**src/rtl/stepatt_pkg.sv**
```systemverilog
package stepatt_pkg;
  localparam int ATT_W  = 5;
  localparam int WORD_W = ATT_W + 1;

  // preset loaded while reset is held
  function automatic logic [ATT_W-1:0] pup_code(input logic ser, input logic le,
                                                input logic pup,
                                                input logic [ATT_W-1:0] pins);
    logic [ATT_W-1:0] hi;
    hi = '0;
    hi[ATT_W-1] = 1'b1;
    if (ser || le) return pins;
    return pup ? hi : '0;
  endfunction

  function automatic logic start_ok(input logic [WORD_W-1:0] w);
    return ~w[WORD_W-1];
  endfunction

  function automatic logic [WORD_W-1:0] shift_in(input logic [WORD_W-1:0] w,
                                                 input logic b);
    return {w[WORD_W-2:0], b};
  endfunction
endpackage

```
**src/rtl/stepatt_sync.sv**
```systemverilog
module stepatt_sync #(
  parameter int W      = 1,
  parameter int STAGES = 2
) (
  input  logic         clk,
  input  logic         rst_n,
  input  logic [W-1:0] d,
  output logic [W-1:0] q
);
  logic [STAGES-1:0][W-1:0] st;

  // stages load the pin itself during reset so no false edge follows release
  always_ff @(posedge clk) begin
    if (!rst_n) begin
      for (int k = 0; k < STAGES; k++) st[k] <= d;
    end else begin
      st[0] <= d;
      for (int k = 1; k < STAGES; k++) st[k] <= st[k-1];
    end
  end

  assign q = st[STAGES-1];
endmodule

```
**src/rtl/stepatt_shifter.sv**
```systemverilog
module stepatt_shifter
  import stepatt_pkg::*;
#(
  parameter int WW = WORD_W
) (
  input  logic          clk,
  input  logic          rst_n,
  input  logic          sclk_s,
  input  logic          sdata_s,
  output logic [WW-1:0] word,
  output logic          shift_evt
);
  logic sclk_q;

  assign shift_evt = sclk_s & ~sclk_q;

  always_ff @(posedge clk) begin
    if (!rst_n) begin
      sclk_q <= sclk_s;
      word   <= '0;
    end else begin
      sclk_q <= sclk_s;
      if (shift_evt) word <= shift_in(word, sdata_s);
    end
  end

  AST_SHIFT_ORDER: assert property (@(posedge clk) disable iff (!rst_n)
    shift_evt |=> word == {$past(word[WW-2:0]), $past(sdata_s)});
  AST_NO_SHIFT_IDLE: assert property (@(posedge clk) disable iff (!rst_n)
    (!sclk_s || sclk_q) |=> $stable(word));
endmodule

```
**src/rtl/stepatt_state.sv**
```systemverilog
module stepatt_state
  import stepatt_pkg::*;
#(
  parameter int AW = ATT_W,
  parameter int WW = WORD_W
) (
  input  logic          clk,
  input  logic          rst_n,
  input  logic          mode_s,
  input  logic          le_s,
  input  logic [AW-1:0] code_s,
  input  logic [WW-1:0] word,
  input  logic          mode_raw,
  input  logic          le_raw,
  input  logic          pup_raw,
  input  logic [AW-1:0] code_raw,
  output logic [AW-1:0] atten,
  output logic          err
);
  logic le_q;
  logic le_fall;
  logic word_good;
  logic bad_latch;

  assign le_fall   = le_q & ~le_s;
  assign word_good = start_ok(word);
  assign bad_latch = mode_s & le_fall & ~word_good;

  always_ff @(posedge clk) begin
    if (!rst_n) begin
      le_q  <= le_s;
      atten <= pup_code(mode_raw, le_raw, pup_raw, code_raw);
      err   <= 1'b0;
    end else begin
      le_q <= le_s;
      if (le_s) begin
        if (!mode_s)        atten <= code_s;
        else if (word_good) atten <= word[AW-1:0];
      end
      if (bad_latch) err <= 1'b1;
    end
  end

  AST_HOLD_LE_LOW: assert property (@(posedge clk) disable iff (!rst_n)
    !le_s |=> $stable(atten));
  AST_DIRECT_FOLLOW: assert property (@(posedge clk) disable iff (!rst_n)
    (!mode_s && le_s) |=> atten == $past(code_s));
  AST_SER_TRANSP: assert property (@(posedge clk) disable iff (!rst_n)
    (mode_s && le_s && !word[WW-1]) |=> atten == $past(word[AW-1:0]));
  AST_BAD_START_HOLD: assert property (@(posedge clk) disable iff (!rst_n)
    (mode_s && le_s && word[WW-1]) |=> $stable(atten));
  AST_ERR_STICKY: assert property (@(posedge clk) disable iff (!rst_n)
    err |=> err);
endmodule

```
**src/rtl/stepatt_ctrl.sv**
```systemverilog
module stepatt_ctrl
  import stepatt_pkg::*;
#(
  parameter int AW          = ATT_W,
  parameter int SYNC_STAGES = 2
) (
  input  logic          clk,
  input  logic          rst_n,
  input  logic          ser_mode_i,
  input  logic [AW-1:0] ctl_code_i,
  input  logic          sdata_i,
  input  logic          sclk_i,
  input  logic          latch_en_i,
  input  logic          pup_sel_i,
  output logic [AW-1:0] atten_o,
  output logic          start_err_o
);
  localparam int WW = AW + 1;
  localparam int SW = AW + 4;

  logic [SW-1:0] pins_raw;
  logic [SW-1:0] pins_s;
  logic          mode_s;
  logic [AW-1:0] code_s;
  logic          sdata_s;
  logic          sclk_s;
  logic          le_s;
  logic [WW-1:0] word;
  logic          shift_evt;

  assign pins_raw = {ser_mode_i, ctl_code_i, sdata_i, sclk_i, latch_en_i};
  assign {mode_s, code_s, sdata_s, sclk_s, le_s} = pins_s;

  stepatt_sync #(.W(SW), .STAGES(SYNC_STAGES)) u_sync (
    .clk   (clk),
    .rst_n (rst_n),
    .d     (pins_raw),
    .q     (pins_s)
  );

  stepatt_shifter #(.WW(WW)) u_shift (
    .clk       (clk),
    .rst_n     (rst_n),
    .sclk_s    (sclk_s),
    .sdata_s   (sdata_s),
    .word      (word),
    .shift_evt (shift_evt)
  );

  stepatt_state #(.AW(AW), .WW(WW)) u_state (
    .clk      (clk),
    .rst_n    (rst_n),
    .mode_s   (mode_s),
    .le_s     (le_s),
    .code_s   (code_s),
    .word     (word),
    .mode_raw (ser_mode_i),
    .le_raw   (latch_en_i),
    .pup_raw  (pup_sel_i),
    .code_raw (ctl_code_i),
    .atten    (atten_o),
    .err      (start_err_o)
  );

  AST_MODE_ISOLATE: assert property (@(posedge clk) disable iff (!rst_n)
    (mode_s && !shift_evt && !le_s) |=> $stable(atten_o));
endmodule

```
**config.mk**
```make
export PLATFORM = sky130hd
export DESIGN_NAME = stepatt_ctrl
export DESIGN_NICKNAME = d
export VERILOG_FILES = /design/src/rtl/stepatt_pkg.sv /design/src/rtl/stepatt_sync.sv /design/src/rtl/stepatt_shifter.sv /design/src/rtl/stepatt_state.sv /design/src/rtl/stepatt_ctrl.sv
export SDC_FILE = /design/constraint.sdc
export NUM_CORES = 1
export LEC_CHECK = 0
export CORE_UTILIZATION = 48
export CTS_BUF_LIST = sky130_fd_sc_hd__clkbuf_4 sky130_fd_sc_hd__clkbuf_8
export CTS_CLUSTER_SIZE = 10
export DETAILED_ROUTE_END_ITERATION = 12
export GPL_ROUTABILITY_DRIVEN = 0
export PLACE_DENSITY = 0.85
export REMOVE_ABC_BUFFERS = 1
export SYNTH_ARGS = -nofsm -noshare
export SYNTH_HDL_FRONTEND = slang
export SYNTH_SLANG_ARGS = --single-unit
```
**constraint.sdc**
```tcl
create_clock -name clk -period 0.97 [get_ports clk]
set_input_delay 0.1455 -clock clk [delete_from_list [all_inputs] [get_ports clk]]
set_output_delay 0.1455 -clock clk [all_outputs]
set_load 0.05 [all_outputs]
```
==> impl_metrics.tcl, run 1 <==
set metrics [dict create \
    crit_chain "mux2_4 > nand2_2 > o21ai_2" \
    cts_sinks 32 \
    fin_tns_setup_ns -0.996 \
    synth_top_area_share_pct 47.9 \
    path_max_fanout 6 \
    n_antenna_cell 0 \
    nets 127 \
    drtIter0Drc 5 \
    cts_tree "built" \
    drv_slew 0 \
    cp_data_required_time_ns 1.06 \
    relSlewSlack_pct 87.7 \
    rsz0062_at_grt "true" \
    finalClockSkew_ns 0.00851 \
    die_h_um 50.5 \
    antenna_left 0 \
    hold_path.class "in -> reg" \
    preCtsSetupSlack_ns -0.399 \
    synth.distinct_cells 16 \
    ctsRootBufferMaster "clkbuf_4" \
    ys.warnings.count 0 \
    setup_viol 11 \
    drcViolationCount 0 \
    max_stage_delay_ns 0.43 \
    cts_buffer_depth 2 \
    drv_cap 0 \
    initial_core_util_pct 51.0 \
    wire_per_inst_um 13.2 \
    worstSkewPairLatency_ns 0.32 \
    yosys.area_share.adder_pct 0 \
    cp_top_family "flip-flops" \
    finalHoldViolCount 0 \
    worstMarginPinSlew_ns 0.180 \
    fmax_mhz 915 \
    ys_ff_latch 32 \
    via_per_inst 4.69 \
    fp-row-count 17 \
    yosys.area.top_type "dfxtp_1" \
    start_kind "flop" \
    syn_inst 88 \
    met3WireLength_um 59 \
    synth_compound_area_share_pct 2.44 \
    worst-path-buf-inv 0 \
    status "finished with violations" \
    top_layer_used "met4" \
    port_buffers 17 \
    die_area_um2 2550 \
    htreeDepth 2 \
    synth_area_leaders "dfxtp_1 48%, edfxtp_1 13%, mux2_4 9.3%, mux2i_1 8.0%, nand2_1 5.0%" \
    die_w_um 50.5 \
    worst_slack_ns -0.123 \
    vias 675 \
    finalPower_uw 2660 \
    p_leak_uw 0.000650 \
    wl_met1_um 778 \
    grt_pass1_vias 742 \
    synth-simple-area-share_pct 13.0 \
    drt_pass1_iterations 4 \
    synthesis.area_um2 1130 \
    post_dp_cell_area_um2 1450 \
    synth_top_family_by_area "multiplexers" \
    timing.final.crit_share_pct 113 \
    crit_type "reg -> reg" \
    io-pin-count 18 \
    drive_above_1_share_pct 37.9 \
    wirelength_um 1900 \
    dpl.hpwl_um 1500 \
    core_area_um2 2210 \
    clkTransAtPathRegs_ns 0.09 \
    violations "negative setup slack" \
    arrival_ns 1.18 \
    grt_start_max_net_pins 21 \
    powerDensity_nw_per_um2 1740 \
    finalInstanceArea_um2 1530 \
    vdd_ir_drop_max_uv 1380 \
    grt_pass1_wl_um 3290 \
    synth_xor_area_share_pct 0 \
    synth_area_per_cell_um2 12.8 \
    muxShareOfSynthArea_pct 19.3 \
    cp-end-kind "flop" \
    fin_crit_ns 1.09 \
    cts_buffers 5 \
    antenna_found_initial 0 \
    crit_slowest_cell "dfxtp_4" \
    fin_util_pct 69.1 \
    gr-usage-all-layers_pct 18.7 \
    area_delta_synth_final_pct 35.5 \
    ys_seq_area_share_pct 61.2 \
    gr-total-overflow 0 \
    dr_wl_met2_um 1020 \
]
[where the power goes]
part	total (µW)	switching, µW	internal [µW]	leakage, µW
Combinational	429	185	244	0.000337
Clock	739	405	334	0.0000338
Sequential	1500	56.9	1440	0.000280
Total	2660	647	2020	0.000650
[layout make-up]
| type | instances | area (µm²) |
|---|---|---|
| Fill cell | 165 | 683 |
| Sequential cell | 32 | 697 |
| Clock buffer | 7 | 52.6 |
| Multi-Input combinational cell | 51 | 434 |
| Clock inverter | 1 | 3.75 |
| Timing Repair Buffer | 25 | 307 |
| Tap cell | 28 | 35.0 |
[cells in the mapped netlist]
cell type,count
buf_4,1
o21a_1,1
edfxtp_1,5
nand2b_1,4
mux2_4,7
buf_6,3
o21ai_1,4
nor2b_2,1
nand2_1,15
nor2b_1,6
dfxtp_1,27
nor2_4,1
mux2i_1,9
nor3b_1,1
buf_2,1
mux2_2,2
[worst register-to-register path, delay by kind of cell (launching register included)]
kind | cells | cell delay, ns
muxes | 1 | 0.33
DFF | 1 | 0.43
AOI/OAI and AO/OA | 1 | 0.05
and+or+nand+nor | 1 | 0.07
[repair_timing]
action | 4_1_cts | 5_1_grt
resized for setup | 8 | 9
pin swaps | 5 | 4
hold buffers | 0 | 0
endpoints found under the setup margin | 23 | 23
setup buffers | 0 | 0
[cell families after synthesis]
family | after synthesis
flip-flops | 32
AND/OR/NAND/NOR | 28
multiplexers | 18
AO/OA/AOI/OAI | 5
buffers and inverters | 5
[cell usage in the layout, fill, tap and decap left out]
cell / netlist / final
mux2_2: 2 / 2
o21ai_1: 4 / 2
nor2b_1: 6 / 6
clkdlybuf4s50_1: 0 / 11
nand2_1: 15 / 9
o21a_1: 1 / 1
edfxtp_1: 5 / 5
dfxtp_1: 27 / 24
nand2b_1: 4 / 4
nor2_4: 1 / 1
o21ai_2: 0 / 2
nor2b_4: 0 / 1
clkbuf_4: 0 / 7
mux2_4: 7 / 7
dfxtp_2: 0 / 2
buf_6: 3 / 1
nand2_2: 0 / 4
clkinv_1: 0 / 1
nor3b_2: 0 / 1
dfxtp_4: 0 / 1
buf_4: 1 / 6
buf_12: 0 / 7
nand2_4: 0 / 2
mux2i_1: 9 / 9
[flip-flops by register name (all words and copies together) (netlist names)]
| name | flops |
|---|---|
| u_shift.sclk_q | 1 |
| u_shift.word | 6 |
| u_state.atten | 5 |
| u_state.err | 1 |
| u_state.le_q | 1 |
| u_sync.q | 9 |
| u_sync.st | 9 |
[metrics by stage]
| stage | hold slack [ns] | cells |
|---|---|---|
| after global routing | 0.291 | 144 |
| after floorplan | 0.173 | 83 |
| after detailed placement | 0.362 | 138 |
| after global placement | 0.336 | 138 |
| final | 0.294 | 144 |
| after CTS | 0.279 | 146 |
[per-layer routing]
| layer | track usage (%) | vias up |
|---|---|---|
| met4 | 9.72 | 0 |
| li1 | - | 344 |
| met2 | 32.2 | 14 |
| met5 | 0 | - |
| met3 | 6.36 | 5 |
| met1 | 20.0 | 312 |
[worst paths after layout]
check                           start                         end  slack (ns)  cells after the start
hold reg to reg   u_sync.q[1]$_DFF_P_      u_shift.sclk_q$_DFF_P_        0.37                      0
setup reg to reg  u_sync.q[8]$_DFF_P_  u_state.atten[1]$_DFFE_PP_       -0.12                      3
hold / removal          ctl_code_i[3]        u_sync.st[6]$_DFF_P_        0.29                      1
setup / recovery  u_sync.q[8]$_DFF_P_  u_state.atten[1]$_DFFE_PP_       -0.12                      3
Note: power is estimated with default switching activity, not from simulation.
==> inputs of run 2 (changes only) <==
CORE_ASPECT_RATIO = 0.75   (was not set)
==> impl_metrics.tcl, run 2 (synthesis results as in run 1) <==
set metrics [dict create \
    status "finished with violations" \
    violations "negative setup slack" \
    port_buffers 17 \
    path_max_fanout 3 \
    powerDensity_nw_per_um2 1710 \
    top_layer_used "met4" \
    drcViolationCount 0 \
    initial_core_util_pct 53.7 \
    cts_tree "built" \
    timing.final.crit_share_pct 117 \
    relSlewSlack_pct 84.1 \
    dpl.hpwl_um 1310 \
    cts_sinks 32 \
    drv_cap 0 \
    grt_pass1_wl_um 3130 \
    grt_pass1_vias 693 \
    gr-total-overflow 0 \
    gr-usage-all-layers_pct 17.5 \
    cts_buffer_depth 2 \
    core_area_um2 2100 \
    setup_viol 24 \
    wl_met1_um 929 \
    arrival_ns 1.22 \
    r2r-start "u_sync.q[8]$_DFF_P_" \
    switching_power_uw 666 \
    wirelength_um 2040 \
    via_per_inst 5.01 \
    mostFrequentLayoutCell "dfxtp_1" \
    finalPower_uw 2700 \
    die_area_um2 2550 \
    worst_r2r_endpoint "u_state.atten[2]$_DFFE_PP_" \
    wire_per_inst_um 14.5 \
    hold_depth 1 \
    worstMarginPinSlew_ns 0.238 \
    start_kind "flop" \
    fillers 128 \
    drtIter0Drc 6 \
    cp-end-kind "flop" \
    pwr-share-comb_pct 17.4 \
    drt_pass1_iterations 3 \
    n_antenna_cell 0 \
    nets 129 \
    htreeDepth 2 \
    vdd_ir_drop_max_uv 1030 \
    fmax_mhz 882 \
    rrSetupSlack_ns -0.16 \
    hold_end "u_sync.st[5]$_DFF_P_" \
    worstRegToRegCells 4 \
    finalHoldViolCount 0 \
    ctsRootBufferMaster "clkbuf_4" \
    crit_chain "buf_6 > mux2_4 > nand2_2 > o21ai_2" \
    layout_common_cells "24 x dfxtp_1, 11 x clkdlybuf4s50_1, 8 x nand2_1, 8 x mux2i_1" \
    switching_share_pct 24.7 \
    rsz0062_at_grt "true" \
    p_leak_uw 0.000669 \
    crit_slowest_cell "dfxtp_2" \
    max_stage_delay_ns 0.36 \
    io-pin-count 18 \
    clkTransAtPathRegs_ns 0.09 \
    clockPowerShare_pct 27.5 \
    cp_data_required_time_ns 1.05 \
    vias 706 \
    hold_path.class "in -> reg" \
    drv_slew 0 \
    area_delta_synth_final_pct 39.6 \
    finalClockSkew_ns 0.00299 \
    crit_type "reg -> reg" \
    antenna_found_initial 0 \
    power.internal_uw 2030 \
    drive_above_1_share_pct 41.0 \
    pwr-share-seq_pct 55.1 \
    die_w_um 58.0 \
    cts_buffers 5 \
    worst_slack_ns -0.164 \
    hold_start "ctl_code_i[2]" \
    worstSkewPairLatency_ns 0.32 \
    fp-row-count 14 \
    met3WireLength_um 63 \
    fin_crit_ns 1.13 \
    dr_wl_met2_um 1000 \
    grt_start_max_net_pins 24 \
    antenna_left 0 \
    die_h_um 44.0 \
    fin_tns_setup_ns -2.35 \
]
==> run 2: changes by cell type in the layout (fill, tap and decap cells not counted) <==
cell       change
dfxtp_4        -1
mux2i_1        -1
mux2i_2        +1
clkbuf_16      +1
clkbuf_8       +1
nand2_1        -1
buf_4          -1
dfxtp_2        +1
o21ai_2        +1
clkbuf_4       -2
o21ai_1        -1
buf_6          +2
nand2_4        +1
==> run 2: stage by stage <==
step                util [%]  area [µm²]  hold slack, ns  setup slack, ns  cells
finish                  74.9        1580           0.287           -0.164    141
global route            74.9        1580           0.274           -0.197    141
CTS                     71.4        1500           0.273           -0.151    139
detailed placement      67.3        1420           0.336           -0.371    132
global placement        67.3        1420           0.333           -0.349    132
floorplan                  -        1080           0.173           -0.166     83
==> run 2: how the worst max path moves through the flow <==
stage	endpoint	depth (start not counted)	slack (ns)	start
after floorplan	u_state.atten[0]$_DFFE_PP_	3	-0.17	u_sync.q[8]$_DFF_P_
after global placement	u_state.atten[0]$_DFFE_PP_	3	-0.35	rst_n
after detailed placement	u_state.atten[1]$_DFFE_PP_	3	-0.37	rst_n
after CTS	u_state.atten[3]$_DFFE_PP_	4	-0.15	u_sync.q[8]$_DFF_P_
after global routing	u_state.atten[3]$_DFFE_PP_	5	-0.20	u_sync.q[8]$_DFF_P_
final	u_state.atten[2]$_DFFE_PP_	4	-0.16	u_sync.q[8]$_DFF_P_
==> run 2: layout make-up <==
cell class | count | area, µm² | share of cell area, %
sequential | 32 | 694 | 44.1
multi-input combinational | 51 | 449 | 28.5
timing repair buffer | 27 | 347 | 22.0
clock buffer | 6 | 51.3 | 3.26
tap | 24 | 30.0 | 1.91
clock inverter | 1 | 3.75 | 0.238
==> run 2: power by group through the flow <==
stage	Sequential, µW	Clock [µW]	Combinational, µW
4_1_cts	1480	768	434
5_1_grt	1500	845	494
3_3_place_gp	1510	0	411
6_report	1490	743	469
2_1_floorplan	1580	0	117
3_5_place_dp	1510	0	421
==> run 2: timing repair <==
item / 4_1_cts / 5_1_grt
endpoints found under the setup margin: 23 / 24
hold buffers: 0 / 0
buffers inserted: 0 / 1
gates cloned: 0 / 1
gates resized for setup: 10 / 12
pin swaps: 6 / 1
==> run 2: critical path: cells and delay by family, from the launching register on <==
family | cells | cell delay (ns)
multiplexers | 1 | 0.30
flip-flops | 1 | 0.36
buffers and inverters | 1 | 0.12
AND/OR/NAND/NOR | 1 | 0.07
AO/OA/AOI/OAI | 1 | 0.05
==> run 2: layer usage <==
metal  global-route usage, %  vias up
met2                    27.8       13
met3                    8.96        4
met1                    20.6      337
met5                       0        -
li1                        -      352
met4                    5.71        0
==> inputs of run 3 (changes only) <==
ABC_AREA = 1   (was not set)
SLEW_MARGIN = 20   (was not set)
==> impl_metrics.tcl, run 3 <==
set metrics [dict create \
    hold_end "u_sync.st[7]$_DFF_P_" \
    area_delta_synth_final_pct 37.0 \
    worstRegToRegCells 2 \
    drv_slew 0 \
    rrSetupSlack_ns 0.01 \
    htreeDepth 2 \
    cts_buffer_depth 2 \
    antenna_left 0 \
    die_h_um 42.8 \
    holdBufCountCts 0 \
    ys_ff_latch 32 \
    synth_top_family_by_area "simple AND/OR/NAND/NOR gates" \
    r2r-start "u_sync.q[8]$_DFF_P_" \
    fillers 149 \
    yosys.area_share.adder_pct 0 \
    cp-end-kind "primary output" \
    synth_compound_area_share_pct 8.46 \
    async_reset_ff_share_pct 0 \
    fp-row-count 14 \
    worstSkewPairLatency_ns 0.34 \
    synth_xor_area_share_pct 0 \
    arrival_ns 0.93 \
    finalClockSkew_ns 0.0135 \
    fmax_mhz 930 \
    gr-usage-all-layers_pct 19.4 \
    wire_per_inst_um 11.9 \
    vias 869 \
    gr-total-overflow 0 \
    drcViolationCount 0 \
    ys_seq_area_share_pct 64.9 \
    finalHoldViolCount 0 \
    cp_data_required_time_ns 0.82 \
    max_stage_delay_ns 0.43 \
    io-pin-count 18 \
    grt_pass1_vias 812 \
    preCtsSetupSlack_ns -0.355 \
    die_area_um2 2410 \
    postCtsSetupBuffers 0 \
    drtIter0Drc 25 \
    timing.final.crit_share_pct 111 \
    violations "negative setup slack" \
    nets 161 \
    p_leak_uw 0.000674 \
    core_area_um2 2050 \
    worst_r2r_endpoint "u_state.atten[0]$_DFFE_PP_" \
    crit_chain "buf_12" \
    timing.hold.ws_ns 0.278 \
    cts_buffers 5 \
    cts_tree "built" \
    finalPower_uw 2980 \
    initial_core_util_pct 52.0 \
    synth_area_leaders "dfxtp_1 51%, edfxtp_1 14%, nand2_1 12%, nor2_1 6.3%, o21ai_0 5.6%" \
    yosysMostFrequentCell "nand2_1" \
    die_w_um 56.4 \
    antenna_found_initial 0 \
    cts_sinks 32 \
    grt_pass1_wl_um 3390 \
    ys.warnings.count 0 \
    worst-path-buf-inv 1 \
    synth.distinct_cells 11 \
    cp_top_family "flip-flops" \
    wirelength_um 2070 \
    via_per_inst 4.99 \
    synthesis.area_um2 1060 \
    synthFlopType "dfxtp_1" \
    port_buffers 17 \
    powerDensity_nw_per_um2 2040 \
    synth_common_cells "34 x nand2_1, 27 x dfxtp_1, 18 x nor2_1" \
    fin_crit_ns 1.07 \
    hold_start "ctl_code_i[4]" \
    yosys.area.top_type "dfxtp_1" \
    worst_slack_ns -0.105 \
    dpl.hpwl_um 1550 \
    synth_area_per_cell_um2 8.80 \
    path_max_fanout 1 \
    vdd_ir_drop_max_uv 1480 \
    setup_viol 5 \
    start_kind "flop" \
    clkTransAtPathRegs_ns 0.10 \
    n_antenna_cell 0 \
    synth_top_area_share_pct 50.8 \
    crit_slowest_cell "edfxtp_1" \
    finalInstanceArea_um2 1460 \
    crit_type "reg -> out" \
    grt_start_max_net_pins 13 \
    rsz0062_at_grt "true" \
    drv_cap 0 \
    worstMarginPinSlew_ns 0.279 \
    status "finished with violations" \
    ctsRootBufferMaster "clkbuf_4" \
    mostFrequentLayoutCell "nand2_1" \
    synth_edf_count 5 \
    hold_path.class "in -> reg" \
    layout_common_cells "29 x nand2_1, 25 x dfxtp_1, 18 x nor2_1" \
    syn_inst 121 \
    synth-simple-area-share_pct 20.7 \
    drt_pass1_iterations 4 \
    muxShareOfSynthArea_pct 0 \
    hold_depth 1 \
    relSlewSlack_pct 81.4 \
    post_dp_cell_area_um2 1360 \
    fin_tns_setup_ns -0.485 \
    drive_above_1_share_pct 20.0 \
]
run 3: where the power goes:
part           leakage, µW  total (µW)  switching, µW  internal (µW)
sequential        0.000279        1520           63.2           1460
clock            0.0000456        1010            446            568
combinational     0.000349         442            232            210
total             0.000674        2980            742           2240
run 3: through the flow:
step	utilization (%)	instances
after floorplan	-	118
after global placement	66.1	166
after detailed placement	66.1	166
after CTS	70.3	174
after global routing	71.2	174
final	71.2	174
run 3: final cells by class:
| class | instances | area (µm²) | share of cell area, % |
|---|---|---|---|
| tap | 24 | 30.0 | 2.06 |
| sequential | 32 | 696 | 47.7 |
| multi-input combinational | 75 | 328 | 22.5 |
| timing repair buffer | 24 | 282 | 19.3 |
| clock buffer | 6 | 45.0 | 3.09 |
| inverter | 11 | 43.8 | 3.00 |
| clock inverter | 2 | 35.0 | 2.40 |
run 3: how the worst max path moves through the flow:
| stage | startpoint | end | cells after the start |
|---|---|---|---|
| 6_report | u_state.atten[1]$_DFFE_PP_ | atten_o[1] | 1 |
| 5_1_grt | u_state.atten[2]$_DFFE_PP_ | atten_o[2] | 1 |
| 3_3_place_gp | ser_mode_i | u_state.atten[4]$_DFFE_PP_ | 6 |
| 2_1_floorplan | u_sync.q[8]$_DFF_P_ | u_state.atten[4]$_DFFE_PP_ | 5 |
| 4_1_cts | u_state.atten[1]$_DFFE_PP_ | atten_o[1] | 1 |
| 3_5_place_dp | rst_n | u_state.atten[1]$_DFFE_PP_ | 4 |
run 3: layer usage:
layer	global-route usage, %	part of all wire, %
met5	0	0
met4	12.7	3.7
met3	5.79	5.3
met2	31.2	48
met1	22.7	43
run 3: timing repair:
action	CTS	global route
resized for setup	5	7
endpoints found under the setup margin	16	21
pin swaps	0	2
run 3: cell families (layout without fill, tap and decap cells):
logic type / count (synthesis) / count (layout)
AND/OR/NAND/NOR: 57 / 57
AO/OA/AOI/OAI: 18 / 18
buffers and inverters: 14 / 43
flip-flops: 32 / 32
